`src/rtl/stoprec_pkg.sv`:
```
package stoprec_pkg;
    typedef enum logic [1:0] {
        ST_RUN     = 2'd0,
        ST_STOPPED = 2'd1,
        ST_RECOVER = 2'd2
    } stop_state_e;
endpackage

```
`src/rtl/stoprec_timer.sv`:
```
module stoprec_timer #(
    parameter int LONG_CYCLES  = 4096,
    parameter int SHORT_CYCLES = 32,
    localparam int CNT_W       = $clog2(LONG_CYCLES + 1)
) (
    input  logic             clk,
    input  logic             rst_n,
    input  logic             start,
    input  logic             count_en,
    input  logic             short_sel,
    output logic             expired,
    output logic [CNT_W-1:0] count
);
    localparam logic [CNT_W-1:0] LONG_LAST  = CNT_W'(LONG_CYCLES - 1);
    localparam logic [CNT_W-1:0] SHORT_LAST = CNT_W'(SHORT_CYCLES - 1);

    logic             sel_q;
    logic [CNT_W-1:0] cnt_q;
    logic [CNT_W-1:0] last;

    // delay select is captured once, when recovery starts
    always_ff @(posedge clk or negedge rst_n) begin
        if (!rst_n)     sel_q <= 1'b0;
        else if (start) sel_q <= short_sel;
    end

    assign last    = sel_q ? SHORT_LAST : LONG_LAST;
    assign expired = (cnt_q == last);

    // counter is held at zero whenever it is not timing a recovery
    always_ff @(posedge clk or negedge rst_n) begin
        if (!rst_n)                    cnt_q <= '0;
        else if (count_en && !expired) cnt_q <= cnt_q + 1'b1;
        else                           cnt_q <= '0;
    end

    assign count = cnt_q;

    a_r5_cnt_in_range: assert property (@(posedge clk) disable iff (!rst_n)
        cnt_q <= LONG_LAST);
    a_r8_sel_frozen: assert property (@(posedge clk) disable iff (!rst_n)
        count_en |=> $stable(sel_q));
endmodule

```
`src/rtl/stoprec_fsm.sv`:
```
module stoprec_fsm
    import stoprec_pkg::*;
(
    input  logic        clk,
    input  logic        rst_n,
    input  logic        stop_req,
    input  logic        wake_irq,
    input  logic        wake_brk,
    input  logic        wake_rst,
    input  logic        cfg_osc_keep,
    input  logic        timer_expired,
    output stop_state_e state_q,
    output logic        start,
    output logic        count_en,
    output logic        cpu_clk_en,
    output logic        fast_clk_en,
    output logic        cpu_stopped,
    output logic        rec_done
);
    stop_state_e nxt;
    logic        keep_q;
    logic        accept;
    logic        keep_nxt;

    assign accept   = (state_q == ST_RUN) && stop_req;
    assign keep_nxt = accept ? cfg_osc_keep : keep_q;
    assign start    = (state_q == ST_STOPPED) && !wake_rst && (wake_irq || wake_brk);
    assign count_en = (state_q == ST_RECOVER) && !wake_rst;

    always_comb begin
        nxt = state_q;
        unique case (state_q)
            ST_RUN:     if (stop_req) nxt = ST_STOPPED;
            ST_STOPPED: begin
                if (wake_rst)                  nxt = ST_RUN;
                else if (wake_irq || wake_brk) nxt = ST_RECOVER;
            end
            ST_RECOVER: if (wake_rst || timer_expired) nxt = ST_RUN;
            default:    nxt = ST_RUN;
        endcase
    end

    always_ff @(posedge clk or negedge rst_n) begin
        if (!rst_n) begin
            state_q <= ST_RUN;
            keep_q  <= 1'b0;
        end else begin
            state_q <= nxt;
            keep_q  <= keep_nxt;
        end
    end

    // registered outputs, decoded from the next state
    always_ff @(posedge clk or negedge rst_n) begin
        if (!rst_n) begin
            cpu_clk_en  <= 1'b1;
            fast_clk_en <= 1'b1;
            cpu_stopped <= 1'b0;
            rec_done    <= 1'b0;
        end else begin
            cpu_clk_en  <= (nxt == ST_RUN);
            cpu_stopped <= (nxt != ST_RUN);
            fast_clk_en <= (nxt == ST_STOPPED) ? keep_nxt : 1'b1;
            rec_done    <= (state_q == ST_RECOVER) && !wake_rst && timer_expired;
        end
    end

    a_r2_stop_gates: assert property (@(posedge clk) disable iff (!rst_n)
        (state_q == ST_RUN && stop_req) |=> (!cpu_clk_en && cpu_stopped));
    a_r3_fast_in_recovery: assert property (@(posedge clk) disable iff (!rst_n)
        (state_q == ST_RECOVER) |-> fast_clk_en);
    a_r6_done_single: assert property (@(posedge clk) disable iff (!rst_n)
        rec_done |=> !rec_done);
    a_r6_done_restores: assert property (@(posedge clk) disable iff (!rst_n)
        rec_done |-> (cpu_clk_en && !cpu_stopped));
    a_r7_reset_wake: assert property (@(posedge clk) disable iff (!rst_n)
        (state_q != ST_RUN && wake_rst) |=> (cpu_clk_en && !rec_done));
    a_r9_wake_ignored: assert property (@(posedge clk) disable iff (!rst_n)
        (state_q == ST_RECOVER && !wake_rst && !timer_expired) |=> (state_q == ST_RECOVER));
endmodule

```
`src/rtl/stop_recovery_ctrl.sv`:
```
module stop_recovery_ctrl
    import stoprec_pkg::*;
#(
    parameter int LONG_CYCLES  = 4096,
    parameter int SHORT_CYCLES = 32
) (
    input  logic clk,
    input  logic rst_n,
    input  logic stop_req,
    input  logic wake_irq,
    input  logic wake_brk,
    input  logic wake_rst,
    input  logic cfg_short_rec,
    input  logic cfg_osc_keep,
    output logic cpu_clk_en,
    output logic fast_clk_en,
    output logic cpu_stopped,
    output logic rec_done
);
    localparam int CNT_W = $clog2(LONG_CYCLES + 1);

    stop_state_e      state;
    logic             start;
    logic             count_en;
    logic             expired;
    logic [CNT_W-1:0] count;

    stoprec_fsm u_fsm (
        .clk           (clk),
        .rst_n         (rst_n),
        .stop_req      (stop_req),
        .wake_irq      (wake_irq),
        .wake_brk      (wake_brk),
        .wake_rst      (wake_rst),
        .cfg_osc_keep  (cfg_osc_keep),
        .timer_expired (expired),
        .state_q       (state),
        .start         (start),
        .count_en      (count_en),
        .cpu_clk_en    (cpu_clk_en),
        .fast_clk_en   (fast_clk_en),
        .cpu_stopped   (cpu_stopped),
        .rec_done      (rec_done)
    );

    stoprec_timer #(
        .LONG_CYCLES  (LONG_CYCLES),
        .SHORT_CYCLES (SHORT_CYCLES)
    ) u_timer (
        .clk       (clk),
        .rst_n     (rst_n),
        .start     (start),
        .count_en  (count_en),
        .short_sel (cfg_short_rec),
        .expired   (expired),
        .count     (count)
    );

    a_r4_counter_held: assert property (@(posedge clk) disable iff (!rst_n)
        (state != ST_RECOVER) |-> (count == '0));
endmodule

```
`config.mk`:
```
export PLATFORM = sky130hd
export DESIGN_NAME = stop_recovery_ctrl
export DESIGN_NICKNAME = d
export VERILOG_FILES = /design/src/rtl/stoprec_pkg.sv /design/src/rtl/stoprec_timer.sv /design/src/rtl/stoprec_fsm.sv /design/src/rtl/stop_recovery_ctrl.sv
export SDC_FILE = /design/constraint.sdc
export NUM_CORES = 1
export LEC_CHECK = 0
export ABC_AREA = 1
export BUFFER_PORTS_ARGS = -buffer_cell sky130_fd_sc_hd__buf_2
export CORE_AREA = 2 2 51 48
export DETAILED_ROUTE_END_ITERATION = 10
export DIE_AREA = 0 0 53 50
export HOLD_SLACK_MARGIN = 0.12
export PLACE_DENSITY = 0.71
export SKIP_CTS_REPAIR_TIMING = 1
export SLEW_MARGIN = 10
export SYNTH_ARGS = -nofsm -noshare
export SYNTH_HDL_FRONTEND = slang
export SYNTH_SLANG_ARGS = --single-unit
export TNS_END_PERCENT = 30
```
`constraint.sdc`:
```
create_clock -name clk -period 2.1 [get_ports clk]
set_input_delay 0.21 -clock clk [delete_from_list [all_inputs] [get_ports clk]]
set_output_delay 0.21 -clock clk [all_outputs]
set_load 0.01 [all_outputs]
```
* After elaboration in Yosys (flattened, before gate mapping)
Index checks and enable logic that the tools add are counted.
Storage, ports and cells: logic and storage cells 35, bits in registers 21, input port bits 8
Operators by class: multiplexer cells 9, equality and inequality tests 4, $add $sub $neg 1, reductions and logical operators 13
Operator list (count):
- $add A13 B1 Y13 const B | 1
- $eq A13 B13 Y1 | 1
- $mux W13 | 1
- $mux W12 | 1
- $mux W2 | 4
- $logic_and A1 B1 Y1 | 6
- $pmux W2 S3 | 1
- $eq A2 B1 Y1 const B | 2
- $logic_not A2 Y1 | 2
- $eq A2 B2 Y1 const B | 1
- $logic_not A1 Y1 | 2
- $logic_or A1 B1 Y1 | 2
- $mux W1 | 2
- $reduce_bool A2 Y1 | 1

* Longest topological paths before layout
Gate-level depths: netlist (run 1).
word-level depth 7, gate-level depth with buffers 8, depth with buffers taken out 8

* Cells and area by module
From an unflattened synthesis (run 1), not the netlist that was laid out.
Unflattened totals: cell total of the unflattened synthesis 127, area total of the unflattened synthesis 1059.8 um2
Modules (own cells, without submodules):
- stoprec_timer | area an instance 728.2 um2, cells each 89, sequential area each 350.3 um2, times used 1
- stoprec_fsm | area an instance 331.6 um2, cells each 38, sequential area each 177.7 um2, times used 1

* Worst setup path before layout (run 1)
Ideal clock, no wire load.
path kind reg-to-reg, start register u_timer.cnt_q[0] (netlist: u_timer.count[0]), end register u_timer.cnt_q[10] (netlist: u_timer.count[10]), cell stages (with the launch flop) 8, arrival 1240 ps, path slack 742 ps, path buffers 1, setup time 118 ps, cells stage by stage dfrtp_1 -> ha_1 -> nand4_2 -> nor2_1 -> nand3_2 -> nand2_4 -> buf_6 -> nor2_1
Between the ends: longest elaborated chain between the ends 4
RTL lines:
- start, declared | line stoprec_timer.sv:18 | logic [CNT_W-1:0] cnt_q;
- start signal, assigned | line stoprec_timer.sv:33 | else if (count_en && !expired) cnt_q <= cnt_q + 1'b1;
- branches (longest 3 deep; another with $add A13 B1 Y13)
- $mux W13 * | line stoprec_timer.sv:33
Mark *: on every way between the ends. A chain may end at the register's enable or synchronous reset.

* Worst setup path in the final report (run 1)
start register u_timer.cnt_q[0] (netlist: u_timer.count[0]), end register u_fsm.cpu_clk_en
Between the ends: longest elaborated chain between the ends 5
RTL lines:
- $eq A13 B13 Y1 | line stoprec_timer.sv:28 | assign expired = (cnt_q == last);
- $logic_or A1 B1 Y1 | line stoprec_fsm.sv:38 | ST_RECOVER: if (wake_rst || timer_expired) nxt = ST_RUN;
- $mux W2 | line stoprec_fsm.sv:38
- $pmux W2 S3 | line stoprec_fsm.sv:32 | unique case (state_q)
- named net u_fsm.nxt[1] | line stoprec_fsm.sv:20 | stop_state_e nxt;
- $logic_not A2 Y1 | line stoprec_fsm.sv:61 | cpu_clk_en <= (nxt == ST_RUN);
- end signal, assigned | line stoprec_fsm.sv:61
- end, declared | line stoprec_fsm.sv:15 | output logic cpu_clk_en,
The timed path passes the listed nets, and every way through them passes these cells.

==> results.cfg, run 1 <==
[sta]
setup_viol = 0
tns_ps = 0
relSlewSlack_pct = 70.3
fin_skew_ps = 0.509
max_freq_mhz = 679
setup_ws_ps = 628
slew_violations = 0
period_share_pct = 70.1
finalHoldViolations = 0
period_minus_slack_ps = 1470
rsz0062_at_grt = no
worstMarginPinSlew_ps = 446

[power_and_ir_drop]
p_leak_nw = 0.518
finalPower_w = 0.000743
max-vdd-ir-drop_mv = 0.475
powerDensity_mw_per_mm2 = 657

[critical_path]
end_kind = flop
r2r_slack_ps = 630
r2r_cells = 7
arrival_ps = 1730
cp_data_required_time_ps = 2350
critPathKind = flop to flop
critPathLaunchType = flop
crit_fanout = 15

[synthesis]
synth_warnings = 0
ys_ff_latch = 21
synthesis.nets = 125
synth_top_family_by_area = simple AND/OR/NAND/NOR gates
synthesis.area_sq_mm = 0.00102
syn_inst = 116
muxShareOfSynthArea_pct = 0
synth_compound_area_share_pct = 3.69
synthAdderAreaFrac_pct = 1.23
synth_xor_area_share_pct = 6.90
syn_avg_cell_area_sq_um = 8.76
yosysSeqAreaShare_pct = 52.0
synthDistinctLibCells = 22
synth-simple-area-share_pct = 28.8

[route]
first_pass_iters = 4
routed_wl_um = 1740
drc = 0
via_per_inst = 4.85
ant_nets = 0
wl_per_cell_um = 11.0
drt_iter0_markers = 4
vias = 766

[clocking]
cts_sinks = 21
cts-root-buf = clkbuf_4
clk_pin_slew_ps = 120
cts.path.max_buffers = 2
numCtsBuffers = 3
worstSkewPairLatency_ps = 300
cts_tree = yes
cts_max_level = 1

[floorplanning]
die_width_um = 53
chipHeight_um = 50
placement_rows = 16
fp.coreArea_sq_mm = 0.00210
ios = 12
initial_core_util_pct = 48.3
die_area_sq_mm = 0.00265

[job]
cap_violations = 0

[outcome]
status = completed

[placed_design]
numPortBuffers = 11
dpl_worst_slack_ps = 644
gp_congestion = 0.875
hpwlAfterDp_um = 1310

[global_routing]
grt_max_degree = 22
antenna_found_initial = 0
grt_usage_pct = 15.3
first_global_vias = 674
grt_pass1_wl_um = 2870
grt_overflow = 0

[finish]
antenna_cells = 0
area_delta_synth_final_pct = 11.3
num-nets-final = 141
final_core_util_pct = 53.8
layout-drive-gt1-share_pct = 19.1

[min_path]
whs_path_depth = 3
hold_class = input port to flop
## cells in the mapped netlist, drive strengths merged
| cell | instances | area [sq um] |
|---|---|---|
| nor2 | 25 | 98.8 |
| dfrtp | 19 | 475 |
| nand2 | 19 | 83.8 |
| inv | 17 | 63.8 |
| nand3 | 7 | 40.0 |
| xor2 | 6 | 52.6 |
| nor3 | 5 | 30.0 |
| o21ai | 4 | 20.0 |
| nand4 | 3 | 25.0 |
| a21oi | 2 | 10.0 |
| dfstp | 2 | 52.6 |
| nand3b | 2 | 15.0 |
| xnor2 | 2 | 17.5 |
| buf | 1 | 11.3 |
| ha | 1 | 12.5 |
| o211ai | 1 | 7.51 |
## cell type report
| type | instances | area (sq um) |
|---|---|---|
| clock buffer | 3 | 22.5 |
| clock inverter | 1 | 5.00 |
| fill | 196 | 971 |
| inverter | 17 | 63.8 |
| multi-input combinational | 77 | 413 |
| sequential | 21 | 528 |
| tap | 27 | 33.8 |
| timing repair buffer | 12 | 65.1 |
## path summary, 6_finish.rpt
check,from,to
worst min register to register,u_timer.count[0],u_timer.count[0]
worst max register to register,u_timer.count[0],u_fsm.cpu_clk_en
worst max-delay path,u_timer.count[0],u_fsm.cpu_clk_en
worst min-delay path,cfg_osc_keep,u_fsm.fast_clk_en
min in group asynchronous,rst_n,u_timer.count[1]
max in group asynchronous,rst_n,u_fsm.fast_clk_en
## cells by family (layout without fill, tap and decap cells)
family,count (synthesis),after routing
buffers and inverters,18,33
XOR/XNOR,8,8
AND/OR/NAND/NOR,61,61
AO/OA/AOI/OAI,7,7
adder cells (fa/ha/maj),1,1
flip-flops,21,21
## per-layer routing
metal | wire, um | track usage (%)
met1 | 822 | 20.0
met5 | 0 | 0
met3 | 30 | 2.73
met2 | 830 | 22.7
met4 | 51 | 10.3
## state kept, by name, indices dropped and copies added (netlist names)
register,count
u_fsm.rec_done,1
u_fsm.keep_q,1
u_fsm.cpu_stopped,1
u_timer.sel_q,1
u_timer.count,13
u_fsm.cpu_clk_en,1
u_fsm.state_q,2
u_fsm.fast_clk_en,1
## cell usage in the layout (no fill, tap or decap), drive strengths merged, types with 2 or more instances in the layout
master	n
dfrtp	19
xor2	6
inv	17
dfstp	2
o21ai	4
nor3	5
nand4	3
nand2	19
xnor2	2
nand3b	2
nor2	25
a21oi	2
buf	11
clkbuf	3
nand3	7
## report_power, final
| part | total, W | switching, W | internal (W) |
|---|---|---|---|
| sequential | 0.000453 | 0.0000115 | 0.000442 |
| combinational | 0.0000949 | 0.0000596 | 0.0000353 |
| clock | 0.000195 | 0.000124 | 0.0000711 |
| total | 0.000743 | 0.000195 | 0.000548 |
## per-stage QoR
| step | hold slack (ps) | instance area, sq um | std cells |
|---|---|---|---|
| finish | 149 | 1130 | 158 |
| global route | 162 | 1130 | 158 |
| CTS | -164 | 1120 | 157 |
| global placement | 177 | 1090 | 153 |
| detailed placement | 189 | 1090 | 153 |
| floorplan | -85.6 | 1020 | 116 |
## critical path: stages (launching register included)
cell and delay [ps]:
dfrtp_1 390, ha_1 240, nand4_2 180, nor2_1 150
nand3_2 120, nand2_4 180, nand2_2 80, nor2_2 80
No activity file was read; power rests on OpenSTA's default activity.
==> run 2: changes to the inputs <==
clock period = 1.5 ns   (was 2.1 ns; I/O delays follow)
==> run 2 against run 1 <==
  * Final area increased by 2.9%
  * Sequential power up 40%
  * Die area stayed put
==> results.cfg, run 2 (synthesized netlist as in run 1, its figures left out) <==
[outcome]
status = completed

[sta]
setup_viol = 0
period_share_pct = 92.2
setup_ws_ps = 117
worstMarginPinSlew_ps = 598
rsz0062_at_grt = no
fin_hold_ws_ps = 91.7
relSlewSlack_pct = 59.8
period_minus_slack_ps = 1380
tns_ps = 0
max_freq_mhz = 723
slew_violations = 0
finalHoldViolations = 0
fin_skew_ps = 5.41

[critical_path]
r2r_slack_ps = 120
end_kind = flop
arrival_ps = 1640
r2r_cells = 7
crit_chain = ha_2 -> nand4_2 -> nor2_1 -> nand3_2 -> nand2_4 -> nand2_2 -> nor2_2
crit_slowest_cell = dfrtp_1
crit_fanout = 8
critPathLaunchType = flop
critPathKind = flop to flop
cp_slowest_stage_delay_ps = 390
cp_data_required_time_ps = 1750

[route]
ant_nets = 0
first_pass_iters = 6
wl_per_cell_um = 11.6
drt_iter0_markers = 22
drc = 0
via_per_inst = 4.78
routed_wl_um = 1870
vias = 775

[clocking]
cts_sinks = 21
cts.path.max_buffers = 2
clk_pin_slew_ps = 110
worstSkewPairLatency_ps = 300
cts-root-buf = clkbuf_4
cts_max_level = 1
cts_tree = yes
numCtsBuffers = 3

[floorplanning]
ios = 12
die_width_um = 53
placement_rows = 16
initial_core_util_pct = 48.3
fp.coreArea_sq_mm = 0.00210
die_area_sq_mm = 0.00265
chipHeight_um = 50

[finish]
final_common_cell = nor2_1
instances_no_fill = 162
area_delta_synth_final_pct = 14.5
antenna_cells = 0
num-nets-final = 145
largest_reg_flops = 13
final_cell_mix = nor2_1, dfrtp_1, inv_1
layout-drive-gt1-share_pct = 20.7

[min_path]
hold_class = input port to flop
whs_path_depth = 3

[placed_design]
dp_cells = 155
numPortBuffers = 11
gp_congestion = 0.867
dpl_worst_slack_ps = 97.6
hpwlAfterDp_um = 1330

[global_routing]
grt_usage_pct = 16.3
grt_overflow = 0
first_global_vias = 736
grt_max_degree = 22
antenna_found_initial = 0
grt_pass1_wl_um = 3080

[power_and_ir_drop]
finalPower_w = 0.00105
max-vdd-ir-drop_mv = 0.680
powerDensity_mw_per_mm2 = 898
p_leak_nw = 0.527

[job]
cap_violations = 0
-- run 2: cell types whose count changed in the layout (fill, tap and decap cells not counted), sizes merged --
cell and delta:
buf +2, clkbuf +1, clkinv -1, dlygate4sd3 +1, nand2 +1
-- run 2: path summary, 6_finish.rpt --
check | from | end
worst max-delay path | u_timer.count[0] | u_fsm.cpu_clk_en
worst min-delay path | cfg_short_rec | u_timer.sel_q
worst max register to register | u_timer.count[0] | u_fsm.cpu_clk_en
worst min register to register | u_timer.count[0] | u_timer.count[0]
max in group asynchronous | rst_n | u_fsm.fast_clk_en
min in group asynchronous | rst_n | u_fsm.keep_q
-- run 2: metrics by stage --
| stage | utilization, % | instance area [sq um] |
|---|---|---|
| 2_1_floorplan | - | 1020 |
| 3_3_place_gp | 52.7 | 1110 |
| 3_5_place_dp | 52.7 | 1110 |
| 4_1_cts | 54.0 | 1130 |
| 5_1_grt | 55.4 | 1160 |
| 6_report | 55.4 | 1160 |
-- run 2: routing by layer --
| layer | vias to the layer above | track usage (%) | wire length [um] |
|---|---|---|---|
| li1 | 401 | - | - |
| met1 | 362 | 20.2 | 891 |
| met2 | 8 | 25.6 | 916 |
| met3 | 4 | 3.33 | 39 |
| met4 | 0 | 9.40 | 27 |
| met5 | - | 0 | 0 |
-- run 2: layout make-up --
type,count,area (sq um)
Timing Repair Buffer,15,90.1
Tap cell,27,33.8
Clock buffer,4,26.3
Fill cell,191,938
Sequential cell,21,528
Inverter,17,63.8
Multi-Input combinational cell,78,422
-- run 2: worst max-delay path: cells and delay by family (launching register included) --
family                   cells  cell delay, ps
flip-flops                   1             390
adder cells (fa/ha/maj)      1             230
AND/OR/NAND/NOR              6             720
-- run 2: where the power goes --
group / switching (W) / internal [W]
logic: 0.0000878 / 0.0000519
registers: 0.0000160 / 0.000618
clock network: 0.000167 / 0.000104
